File: src/rtl/lag_pkg.sv
package lag_pkg;
    localparam logic [3:0] SEL_STS    = 4'd0;
    localparam logic [3:0] SEL_INTEN  = 4'd1;
    localparam logic [3:0] SEL_INTVEC = 4'd2;
    localparam logic [3:0] SEL_INTSTA = 4'd3;
    localparam logic [3:0] SEL_INTCAP = 4'd4;
    localparam logic [3:0] SEL_ACCESS = 4'd5;
    localparam logic [3:0] SEL_FIFO   = 4'd6;
    localparam logic [3:0] SEL_CFG    = 4'd7;
    localparam logic [3:0] SEL_HSTART = 4'd8;
    localparam logic [3:0] SEL_HDATA  = 4'd9;
    localparam logic [3:0] SEL_HEND   = 4'd10;

    typedef enum logic [1:0] {
        REL_NONE  = 2'd0,
        REL_SELF  = 2'd1,
        REL_OTHER = 2'd2
    } rel_e;

    typedef enum logic [1:0] {
        OWN_FREE = 2'd0,
        OWN_HELD = 2'd1,
        OWN_HASH = 2'd2
    } own_state_e;
endpackage

File: src/rtl/lag_relation.sv
module lag_relation
    import lag_pkg::*;
#(
    parameter int NUM_LOC     = 5,
    parameter int LOC_FIELD_W = 4,
    parameter int LOC_W       = $clog2(NUM_LOC)
) (
    input  logic [LOC_FIELD_W-1:0] loc_nib,
    input  logic                   owner_valid,
    input  logic [LOC_W-1:0]       owner_loc,
    output logic                   loc_ok,
    output logic [LOC_W-1:0]       loc,
    output rel_e                   rel
);
    localparam logic [LOC_FIELD_W-1:0] LOC_LIMIT = LOC_FIELD_W'(NUM_LOC);

    always_comb begin
        loc_ok = (loc_nib < LOC_LIMIT);
        loc    = loc_nib[LOC_W-1:0];
        if (!owner_valid)
            rel = REL_NONE;
        else if (owner_loc == loc)
            rel = REL_SELF;
        else
            rel = REL_OTHER;
    end
endmodule

File: src/rtl/lag_permit.sv
module lag_permit
    import lag_pkg::*;
(
    input  logic       loc_ok,
    input  logic [3:0] sel,
    input  logic       write,
    input  logic       avail,
    input  rel_e       rel,
    output logic       permit,
    output logic       is_access_wr,
    output logic       is_int_wr,
    output logic       is_hstart,
    output logic       is_hend
);
    logic self_own;
    logic anyone_or_free;

    always_comb begin
        self_own       = (rel == REL_SELF);
        anyone_or_free = self_own || (rel == REL_NONE);
        permit         = 1'b0;
        unique case (sel)
            SEL_STS:                       permit = self_own;
            SEL_INTEN, SEL_INTVEC, SEL_CFG: permit = write ? self_own : 1'b1;
            SEL_INTSTA:                    permit = write ? self_own : 1'b1;
            SEL_INTCAP:                    permit = !write;
            SEL_ACCESS:                    permit = 1'b1;
            SEL_FIFO:                      permit = self_own && (write || avail);
            SEL_HSTART:                    permit = write && anyone_or_free;
            SEL_HDATA, SEL_HEND:           permit = write && self_own;
            default:                       permit = 1'b0;
        endcase
        permit       = permit && loc_ok;
        is_access_wr = write && (sel == SEL_ACCESS);
        is_int_wr    = write && (sel == SEL_INTSTA);
        is_hstart    = write && (sel == SEL_HSTART);
        is_hend      = write && (sel == SEL_HEND);
    end
endmodule

File: src/rtl/lag_owner_fsm.sv
module lag_owner_fsm
    import lag_pkg::*;
#(
    parameter int NUM_LOC  = 5,
    parameter int HASH_LOC = 4,
    parameter int LOC_W    = $clog2(NUM_LOC)
) (
    input  logic             clk,
    input  logic             rst_n,
    input  logic             ev_claim,
    input  logic             ev_release,
    input  logic             ev_hstart,
    input  logic             ev_hend,
    input  logic [LOC_W-1:0] ev_loc,
    output logic             owner_valid,
    output logic [LOC_W-1:0] owner_loc
);
    localparam logic [LOC_W-1:0] HLOC = LOC_W'(HASH_LOC);

    own_state_e       state_q, state_d;
    logic [LOC_W-1:0] loc_q, loc_d;
    logic             hend_frees;

    always_ff @(posedge clk) begin
        if (!rst_n) begin
            state_q <= OWN_FREE;
            loc_q   <= '0;
        end else begin
            state_q <= state_d;
            loc_q   <= loc_d;
        end
    end

    always_comb begin
        state_d    = state_q;
        loc_d      = loc_q;
        hend_frees = ev_hend && (loc_q == HLOC);
        unique case (state_q)
            OWN_FREE: begin
                if (ev_hstart) begin
                    state_d = OWN_HASH;
                    loc_d   = HLOC;
                end else if (ev_claim) begin
                    state_d = OWN_HELD;
                    loc_d   = ev_loc;
                end
            end
            OWN_HELD: begin
                if (ev_hstart) begin
                    state_d = OWN_HASH;
                    loc_d   = HLOC;
                end else if (ev_release || hend_frees) begin
                    state_d = OWN_FREE;
                    loc_d   = '0;
                end
            end
            OWN_HASH: begin
                if (ev_hstart) begin
                    state_d = OWN_HASH;
                end else if (ev_release || hend_frees) begin
                    state_d = OWN_FREE;
                    loc_d   = '0;
                end
            end
            default: begin
                state_d = OWN_FREE;
                loc_d   = '0;
            end
        endcase
    end

    always_comb begin
        owner_valid = (state_q != OWN_FREE);
        owner_loc   = loc_q;
    end
endmodule

File: src/rtl/loc_access_gate.sv
module loc_access_gate
    import lag_pkg::*;
#(
    parameter int NUM_LOC     = 5,
    parameter int LOC_FIELD_W = 4,
    parameter int DATA_W      = 8,
    parameter int HASH_LOC    = 4,
    parameter int CLAIM_BIT   = 0,
    parameter int RELEASE_BIT = 1,
    parameter int LOC_W       = $clog2(NUM_LOC)
) (
    input  logic                   clk,
    input  logic                   rst_n,
    input  logic                   req_valid,
    input  logic [LOC_FIELD_W-1:0] req_loc_nib,
    input  logic [3:0]             req_reg,
    input  logic                   req_write,
    input  logic [DATA_W-1:0]      req_wdata,
    input  logic                   data_avail,
    output logic                   rsp_valid,
    output logic                   rsp_accept,
    output logic                   rsp_abort,
    output logic                   int_clear,
    output logic [DATA_W-1:0]      int_clear_mask,
    output logic                   owner_valid,
    output logic [LOC_W-1:0]       owner_loc
);
    logic             loc_ok;
    logic [LOC_W-1:0] loc;
    rel_e             rel;
    logic             permit, is_access_wr, is_int_wr, is_hstart, is_hend;
    logic             go;
    logic             ev_claim, ev_release, ev_hstart, ev_hend;

    lag_relation #(.NUM_LOC(NUM_LOC), .LOC_FIELD_W(LOC_FIELD_W), .LOC_W(LOC_W)) u_rel (
        .loc_nib     (req_loc_nib),
        .owner_valid (owner_valid),
        .owner_loc   (owner_loc),
        .loc_ok      (loc_ok),
        .loc         (loc),
        .rel         (rel)
    );

    lag_permit u_permit (
        .loc_ok       (loc_ok),
        .sel          (req_reg),
        .write        (req_write),
        .avail        (data_avail),
        .rel          (rel),
        .permit       (permit),
        .is_access_wr (is_access_wr),
        .is_int_wr    (is_int_wr),
        .is_hstart    (is_hstart),
        .is_hend      (is_hend)
    );

    always_comb begin
        go         = req_valid && permit;
        ev_release = go && is_access_wr && req_wdata[RELEASE_BIT] && (rel == REL_SELF);
        ev_claim   = go && is_access_wr && req_wdata[CLAIM_BIT] && !req_wdata[RELEASE_BIT]
                     && (rel == REL_NONE);
        ev_hstart  = go && is_hstart;
        ev_hend    = go && is_hend;
    end

    lag_owner_fsm #(.NUM_LOC(NUM_LOC), .HASH_LOC(HASH_LOC), .LOC_W(LOC_W)) u_fsm (
        .clk         (clk),
        .rst_n       (rst_n),
        .ev_claim    (ev_claim),
        .ev_release  (ev_release),
        .ev_hstart   (ev_hstart),
        .ev_hend     (ev_hend),
        .ev_loc      (loc),
        .owner_valid (owner_valid),
        .owner_loc   (owner_loc)
    );

    always_ff @(posedge clk) begin
        if (!rst_n) begin
            rsp_valid      <= 1'b0;
            rsp_accept     <= 1'b0;
            rsp_abort      <= 1'b0;
            int_clear      <= 1'b0;
            int_clear_mask <= '0;
        end else begin
            rsp_valid      <= req_valid;
            rsp_accept     <= go;
            rsp_abort      <= req_valid && !permit;
            int_clear      <= go && is_int_wr;
            int_clear_mask <= (go && is_int_wr) ? req_wdata : '0;
        end
    end
endmodule

File: config.mk
export PLATFORM = sky130hd
export DESIGN_NAME = loc_access_gate
export DESIGN_NICKNAME = d
export VERILOG_FILES = /design/src/rtl/lag_pkg.sv /design/src/rtl/lag_relation.sv /design/src/rtl/lag_permit.sv /design/src/rtl/lag_owner_fsm.sv /design/src/rtl/loc_access_gate.sv
export SDC_FILE = /design/constraint.sdc
export NUM_CORES = 1
export LEC_CHECK = 0
export BUFFER_PORTS_ARGS = -buffer_cell sky130_fd_sc_hd__clkbuf_2
export CORE_MARGIN = 4
export CORE_UTILIZATION = 51
export DETAILED_ROUTE_END_ITERATION = 8
export PLACE_DENSITY = 0.83
export SLEW_MARGIN = 5
export SYNTH_ARGS = -nofsm -noshare
export SYNTH_HDL_FRONTEND = slang
export SYNTH_HIERARCHICAL = 1
export SYNTH_SLANG_ARGS = --single-unit
export TNS_END_PERCENT = 1
File: constraint.sdc
create_clock -name clk -period 9.2 [get_ports clk]
set_input_delay 2.76 -clock clk [delete_from_list [all_inputs] [get_ports clk]]
set_output_delay 2.76 -clock clk [all_outputs]
set_load 0.05 [all_outputs]
==> impl_metrics.csv, run 1 <==
group,metric,value,unit
floorplan,fp-row-count,15,
critical_path,endpoint_kind,"flop",
synthesis,syn_area_per_cell,9.20,um2
sta,grt_setup_unrepaired,"false",
synthesis,synth_area,975,um2
sta,setup_tns,0,ns
synthesis,synth-edff-count,0,
cts,post_cts_resized,0,
synthesis,synth_ff_type,"dfxtp_1",
cts,clock_path_buffers,2,
sta,post-route-period-util,0.574,
min_path,hp-start,"u_fsm/owner_loc[0]$_SDFFE_PN0P_",
grt,grt_pass1_wl,3290,um
finish,mostFrequentLayoutCells,"36 x clkbuf_2, 17 x dfxtp_1, 9 x nor2_1, 7 x inv_1, 6 x and2_2",
critical_path,worstReg2RegEnd,"u_fsm/owner_loc[1]$_SDFFE_PN0P_",
synthesis,yosys_warnings,6,
finish,diodes,0,
grt,grt_max_degree,11,
placement,place_congestion,0.918,
sta,hold_violations,0,
grt,overflow,0,
floorplan,die_h,51.7,um
placement,post-dp-hpwl,1690,um
routing,via_per_inst,5.26,
grt,grtUsageTotal,0.163,
routing,routed_wl,2070,um
synthesis,synthArstFlopShare,0,
routing,dr.pass1.iters,4,
synthesis,yosysUniqueCellTypes,41,
cts,clockRootBuffer,"clkbuf_4",
floorplan,dieArea,2670,um2
finish,area_delta_synth_final,21.1,%
finish,multi_input_area,574,um2
sta,tightest_slew,0.838,ns
finish,drive_gt1_frac,0.401,
finish,nets,168,
floorplan,core-area,1760,um2
cts,clk_pin_slew_worst_paths,0.10,ns
routing,antenna_left,0,
routing,wl_per_cell,12.4,um
finish,fillers,170,
sta,slew_headroom,0.433,
critical_path,reg2reg_from,"u_fsm/state_q[0]$_SDFFE_PN0P_",
routing,initialDrtViolationCount,14,
critical_path,worstPathArrival,5.49,ns
routing,vias,879,
synthesis,syn_inst,106,
floorplan,pin_count,37,
critical_path,worstRegToRegCells,13,
sta,min_period,5.28,ns
sta,skew,0.00518,ns
cts,htree_levels,1,
cts,numClockSinks,17,
sta,fmax,190,MHz
power,ir_drop,45.4,uV
cts,hold_buffers,0,
synthesis,syn_nets,131,
critical_path,crit_type,"input port to flop",
job,drv_cap,0,
critical_path,r2r_slack,5.83,ns
power,p_per_area,109,nW/um2
min_path,hold_end,"u_fsm/owner_loc[0]$_SDFFE_PN0P_",
cts,clk_latency,0.28,ns
sta,finalMaxSlewViolations,0,
placement,portBuffers,36,
run_status,run_status,"complete, no violations",
sta,whs,0.551,ns
grt,grt_pass1_vias,765,
cts,tritoncts,"done",
min_path,worstHoldPathType,"flop to flop",
critical_path,cp_data_required_time,9.42,ns
grt,antenna_found_initial,0,
sta,setup_viol,0,
critical_path,start_kind,"input port",
power,power,129,uW
cts,cts-buffers-inserted,3,
finish,regArea,340,um2
finish,final_common_cell,"clkbuf_2",
placement,place_ws,3.73,ns
cts,post_cts_buffers,0,
min_path,whs_path_depth,2,
sta,finalWorstSetupSlack,3.92,ns
synthesis,synth-seq-cells,17,
power,p_leak,0.537,nW
routing,remaining_drc_errors,0,
synthesis,ys_seq_area_frac,0.349,
critical_path,cp_max_fo,6,
floorplan,die_w,51.7,um
floorplan,start_util,0.552,
-- per-stage QoR --
step	cell area, um2	utilization	std cells
after floorplan	975	-	106
after global placement	1150	0.653	163
after detailed placement	1150	0.653	163
after CTS	1180	0.669	167
after global routing	1180	0.669	167
final	1180	0.669	167
-- cell type report --
type                       count  share of cell area
multi-input combinational     78               0.487
sequential                    17               0.288
timing repair buffer          36               0.153
tap                           25              0.0265
inverter                       7              0.0223
clock buffer                   3              0.0191
clock inverter                 1             0.00424
-- routing by layer --
layer,track usage,part of all wire,up-vias
li1,-,-,447
met1,0.185,0.43,400
met2,0.294,0.50,30
met3,0.0401,0.067,2
met4,0.0524,0.0058,0
met5,0,0,-
-- critical path, cell delays in order --
cell and delay [ns]:
clkbuf_2 0.11, xnor2_1 0.20, and4_1 0.33, nand2b_4 0.07
a211o_1 0.28, o31ai_1 0.07, a32o_1 0.26, nand4b_1 0.14
nor4b_1 0.72, nor3b_2 0.33, nand2_1 0.08, a21oi_1 0.14
-- synth_stat cells (2+ instances only) --
master    number  area (um2)
nor3b_1        2        15.0
and4_1         2        17.5
buf_4          3        22.5
nor3_1         2        10.0
nand2b_1       2        12.5
inv_1          7        26.3
and3_2         3        22.5
and2b_1        2        15.0
a21oi_1        3        15.0
nand4b_1       2        17.5
nand2b_4       2        27.5
and2_1         3        18.8
o21a_1         3        22.5
and2_2         6        45.0
o21ai_1        3        15.0
dfxtp_1       17         340
xnor2_1        3        26.3
nand2_1        5        18.8
o21ai_0        2        10.0
nor2_1         9        33.8
ha_1           4        50.1
nor4b_1        2        17.5
-- kinds of logic after synthesis --
family / share of synthesized area
DFF: 0.349
and+or+nand+nor: 0.345
AOI/OAI and AO/OA: 0.166
adders and majority gates: 0.0513
xor gates and xnor gates: 0.0270
buffers and inverters: 0.0616
-- how the worst max path moves through the flow --
stage / from / endpoint / cells after the start
global route: req_loc_nib[2] / u_fsm/owner_loc[1]$_SDFFE_PN0P_ / 12
finish: req_loc_nib[2] / u_fsm/owner_loc[1]$_SDFFE_PN0P_ / 12
global placement: req_loc_nib[2] / u_fsm/owner_loc[2]$_SDFFE_PN0P_ / 11
floorplan: req_loc_nib[2] / u_fsm/owner_loc[2]$_SDFFE_PN0P_ / 10
CTS: req_loc_nib[2] / u_fsm/owner_loc[1]$_SDFFE_PN0P_ / 12
detailed placement: req_loc_nib[2] / u_fsm/owner_loc[1]$_SDFFE_PN0P_ / 12
-- state kept, by name, summed over array words and instances, names as in the netlist --
register,cells
int_clear,1
int_clear_mask,8
rsp_abort,1
rsp_accept,1
rsp_valid,1
u_fsm/owner_loc,3
u_fsm/state_q,2
-- report_power, final --
group / switching (mW) / total (mW) / internal (mW)
Clock: 0.0230 / 0.0391 / 0.0161
Sequential: 0.000165 / 0.0743 / 0.0741
Combinational: 0.00908 / 0.0158 / 0.00667
Total: 0.0322 / 0.129 / 0.0969
No activity file was read; power rests on OpenSTA's default activity.
==> run 2: changes to the inputs <==
ABC_AREA = 1   (was unset)
CORE_UTILIZATION = 48   (was 51)
PLACE_DENSITY = 0.77   (was 0.83)
clock period = 5.3 ns   (was 9.2 ns; I/O delays follow)
==> run 2 against run 1 <==
Cell count up 42%. Critical endpoint unchanged. Synthesized cell count up 63%. Critical path depth is 10 higher. Critical path type unchanged. Sequential share of layout area shrank 1.9 points.
==> impl_metrics.csv, run 2 <==
group,metric,value,unit
critical_path,cp_max_fo,7,
synthesis,synth-compound-area-share,0.0623,
critical_path,worstReg2RegEnd,"u_fsm/owner_loc[1]$_SDFFE_PN0P_",
min_path,hold_end,"u_fsm/state_q[0]$_SDFFE_PN0P_",
synthesis,synthMuxAreaShare,0,
min_path,worstHoldPathType,"flop to flop",
sta,tightest_slew,0.460,ns
min_path,whs_path_depth,2,
sta,skew,0.0140,ns
synthesis,synth_simple_gate_area_frac,0.394,
sta,finalMaxSlewViolations,0,
floorplan,die_w,54.7,um
sta,setup_tns,0,ns
routing,drt-met1-wl,972,um
cts,tritoncts,"done",
sta,min_period,3.82,ns
routing,wl_per_cell,10.1,um
critical_path,start_kind,"input port",
synthesis,synth_ff_type,"dfxtp_1",
grt,grt_pass1_vias,1001,
cts,post_cts_buffers,0,
synthesis,synth.most_common_cell,"nand2_1",
synthesis,yosys_warnings,6,
finish,fillers,214,
placement,dpl-instance-area,1240,um2
routing,antenna_left,0,
finish,post-route-cell-area,1260,um2
floorplan,start_util,0.517,
routing,initialDrtViolationCount,47,
power,p_per_area,181,nW/um2
placement,portBuffers,36,
synthesis,synthArstFlopShare,0,
synthesis,netlist_top_cells_area,"dfxtp_1 33%, nand2_1 16%, inv_1 13%, nor2_1 13%, ha_1 4.8%",
power,p_leak,0.694,nW
grt,overflow,0,
grt,grt_pass1_wl,3910,um
critical_path,worstRegToRegCells,21,
synthesis,synth-edff-count,0,
routing,routed_wl,2400,um
synthesis,synthAdderAreaFrac,0.0479,
cts,hold_buffers,0,
sta,finalWorstSetupSlack,1.48,ns
placement,place_ws,1.18,ns
job,drv_cap,0,
sta,hold_violations,0,
cts,numClockSinks,17,
synthesis,yosysTopAreaCell,"dfxtp_1",
synthesis,yosysUniqueCellTypes,19,
synthesis,synth_common_cells,"44 x nand2_1, 37 x inv_1, 35 x nor2_1, 17 x dfxtp_1, 9 x a21oi_1",
sta,grt_setup_unrepaired,"false",
finish,area_delta_synth_final,21.0,%
sta,setup_viol,0,
routing,via_per_inst,4.75,
synthesis,syn_inst,173,
floorplan,die_h,54.7,um
synthesis,syn_nets,198,
synthesis,yosysTopAreaCellShare,0.326,
floorplan,dieArea,2990,um2
cts,clk_pin_slew_worst_paths,0.10,ns
floorplan,core-area,2020,um2
placement,post-dp-hpwl,2030,um
critical_path,worstPathArrival,4.06,ns
synthesis,synth_top_family_by_area,"simple AND/OR/NAND/NOR gates",
floorplan,pin_count,37,
finish,diodes,0,
sta,fmax,261,MHz
sta,whs,0.522,ns
power,ir_drop,143,uV
routing,dr_wl_met3,224,um
routing,dr.pass1.iters,4,
placement,place_congestion,0.846,
cts,htree_levels,1,
synthesis,synth_xor_area_frac,0.00838,
cts,clk_latency,0.29,ns
cts,post_cts_resized,0,
grt,grtUsageTotal,0.180,
routing,detailroute.wirelength.met2,1160,um
cts,cts-buffers-inserted,3,
critical_path,crit_type,"input port to flop",
grt,antenna_found_initial,0,
finish,drive_gt1_frac,0.224,
floorplan,fp-row-count,16,
critical_path,endpoint_kind,"flop",
routing,remaining_drc_errors,0,
finish,top_register,"int_clear_mask",
synthesis,syn_area_per_cell,6.04,um2
cts,clockRootBuffer,"clkbuf_4",
critical_path,cp_data_required_time,5.53,ns
routing,dr.max_layer_used,"met4",
synthesis,synth-seq-cells,17,
finish,nets,236,
run_status,run_status,"complete, no violations",
synthesis,ys_seq_area_frac,0.326,
grt,grt_max_degree,11,
finish,largest_reg_flops,8,
critical_path,reg2reg_from,"u_fsm/state_q[0]$_SDFFE_PN0P_",
finish,mostFrequentLayoutCells,"44 x nand2_1, 37 x inv_1, 36 x clkbuf_2, 35 x nor2_1, 17 x dfxtp_1",
cts,clock_path_buffers,2,
routing,vias,1125,
critical_path,r2r_slack,2.12,ns
finish,final_common_cell,"nand2_1",
synthesis,synth_area,1040,um2
sta,slew_headroom,0.690,
min_path,hp-start,"u_fsm/state_q[0]$_SDFFE_PN0P_",
sta,post-route-period-util,0.722,
run 2: cell count changes in the layout (fill, tap and decap cells not counted), sizes merged, moves of 5 or more:
cell | before | now
inv | 7 | 39
a21oi | 4 | 9
and2 | 9 | 0
nor2 | 9 | 37
nand3 | 1 | 8
nand2 | 6 | 46
run 2: critical path, cell delays in order:
cell,delay [ns]
clkbuf_2,0.10
inv_1,0.07
nand2_1,0.05
nand2_1,0.05
nand2_1,0.06
nor3_1,0.36
inv_2,0.06
nor2_1,0.14
nand2_1,0.07
nand2_1,0.05
nand2_1,0.05
nand2_1,0.05
nor2_1,0.03
nor2_1,0.26
nand2_1,0.14
nor2_1,0.33
nor2_1,0.09
nand2_1,0.10
nand2_2,0.09
nor2_4,0.10
nand2_1,0.06
a21oi_1,0.13
run 2: layout make-up:
| type | instances | area, um2 | share of cell area |
|---|---|---|---|
| clock inverter | 1 | 5.00 | 0.00396 |
| tap | 27 | 33.8 | 0.0267 |
| inverter | 39 | 146 | 0.116 |
| clock buffer | 3 | 22.5 | 0.0178 |
| multi-input combinational | 114 | 536 | 0.424 |
| sequential | 17 | 340 | 0.269 |
| timing repair buffer | 36 | 180 | 0.143 |
run 2: cells by family after synthesis:
group	Yosys count
compound gates	13
xor+xnor	1
flops	17
fa+ha+maj	4
buf+inv	42
simple gates	96
run 2: metrics by stage:
| step | std cells | util | power (mW) |
|---|---|---|---|
| 2_1_floorplan | 173 | - | 0.151 |
| 3_3_place_gp | 233 | 0.611 | 0.163 |
| 3_5_place_dp | 233 | 0.611 | 0.164 |
| 4_1_cts | 237 | 0.625 | 0.232 |
| 5_1_grt | 237 | 0.625 | 0.240 |
| 6_report | 237 | 0.625 | 0.229 |
run 2: how the worst max path moves through the flow:
stage,start,end,slack (ns),cells past startpoint
global route,req_loc_nib[0],u_fsm/owner_loc[0]$_SDFFE_PN0P_,1.06,22
finish,req_loc_nib[0],u_fsm/owner_loc[1]$_SDFFE_PN0P_,1.48,22
detailed placement,req_loc_nib[0],u_fsm/owner_loc[2]$_SDFFE_PN0P_,1.18,22
CTS,req_loc_nib[0],u_fsm/owner_loc[1]$_SDFFE_PN0P_,1.49,22
floorplan,req_loc_nib[2],u_fsm/owner_loc[0]$_SDFFE_PN0P_,1.59,18
global placement,req_loc_nib[2],u_fsm/owner_loc[1]$_SDFFE_PN0P_,1.30,19
run 2: report_power, final:
| group | leakage, nW | total (mW) | switching (mW) | internal, mW |
|---|---|---|---|---|
| registers | 0.137 | 0.129 | 0.000334 | 0.129 |
| logic | 0.539 | 0.0324 | 0.0208 | 0.0116 |
| clock network | 0.0177 | 0.0679 | 0.0399 | 0.0281 |
| total | 0.694 | 0.229 | 0.0610 | 0.168 |
run 2: routing by layer:
layer,global-route usage,up-vias
met5,0,-
met4,0.0498,0
met3,0.0490,11
met2,0.337,45
met1,0.195,487
li1,-,582
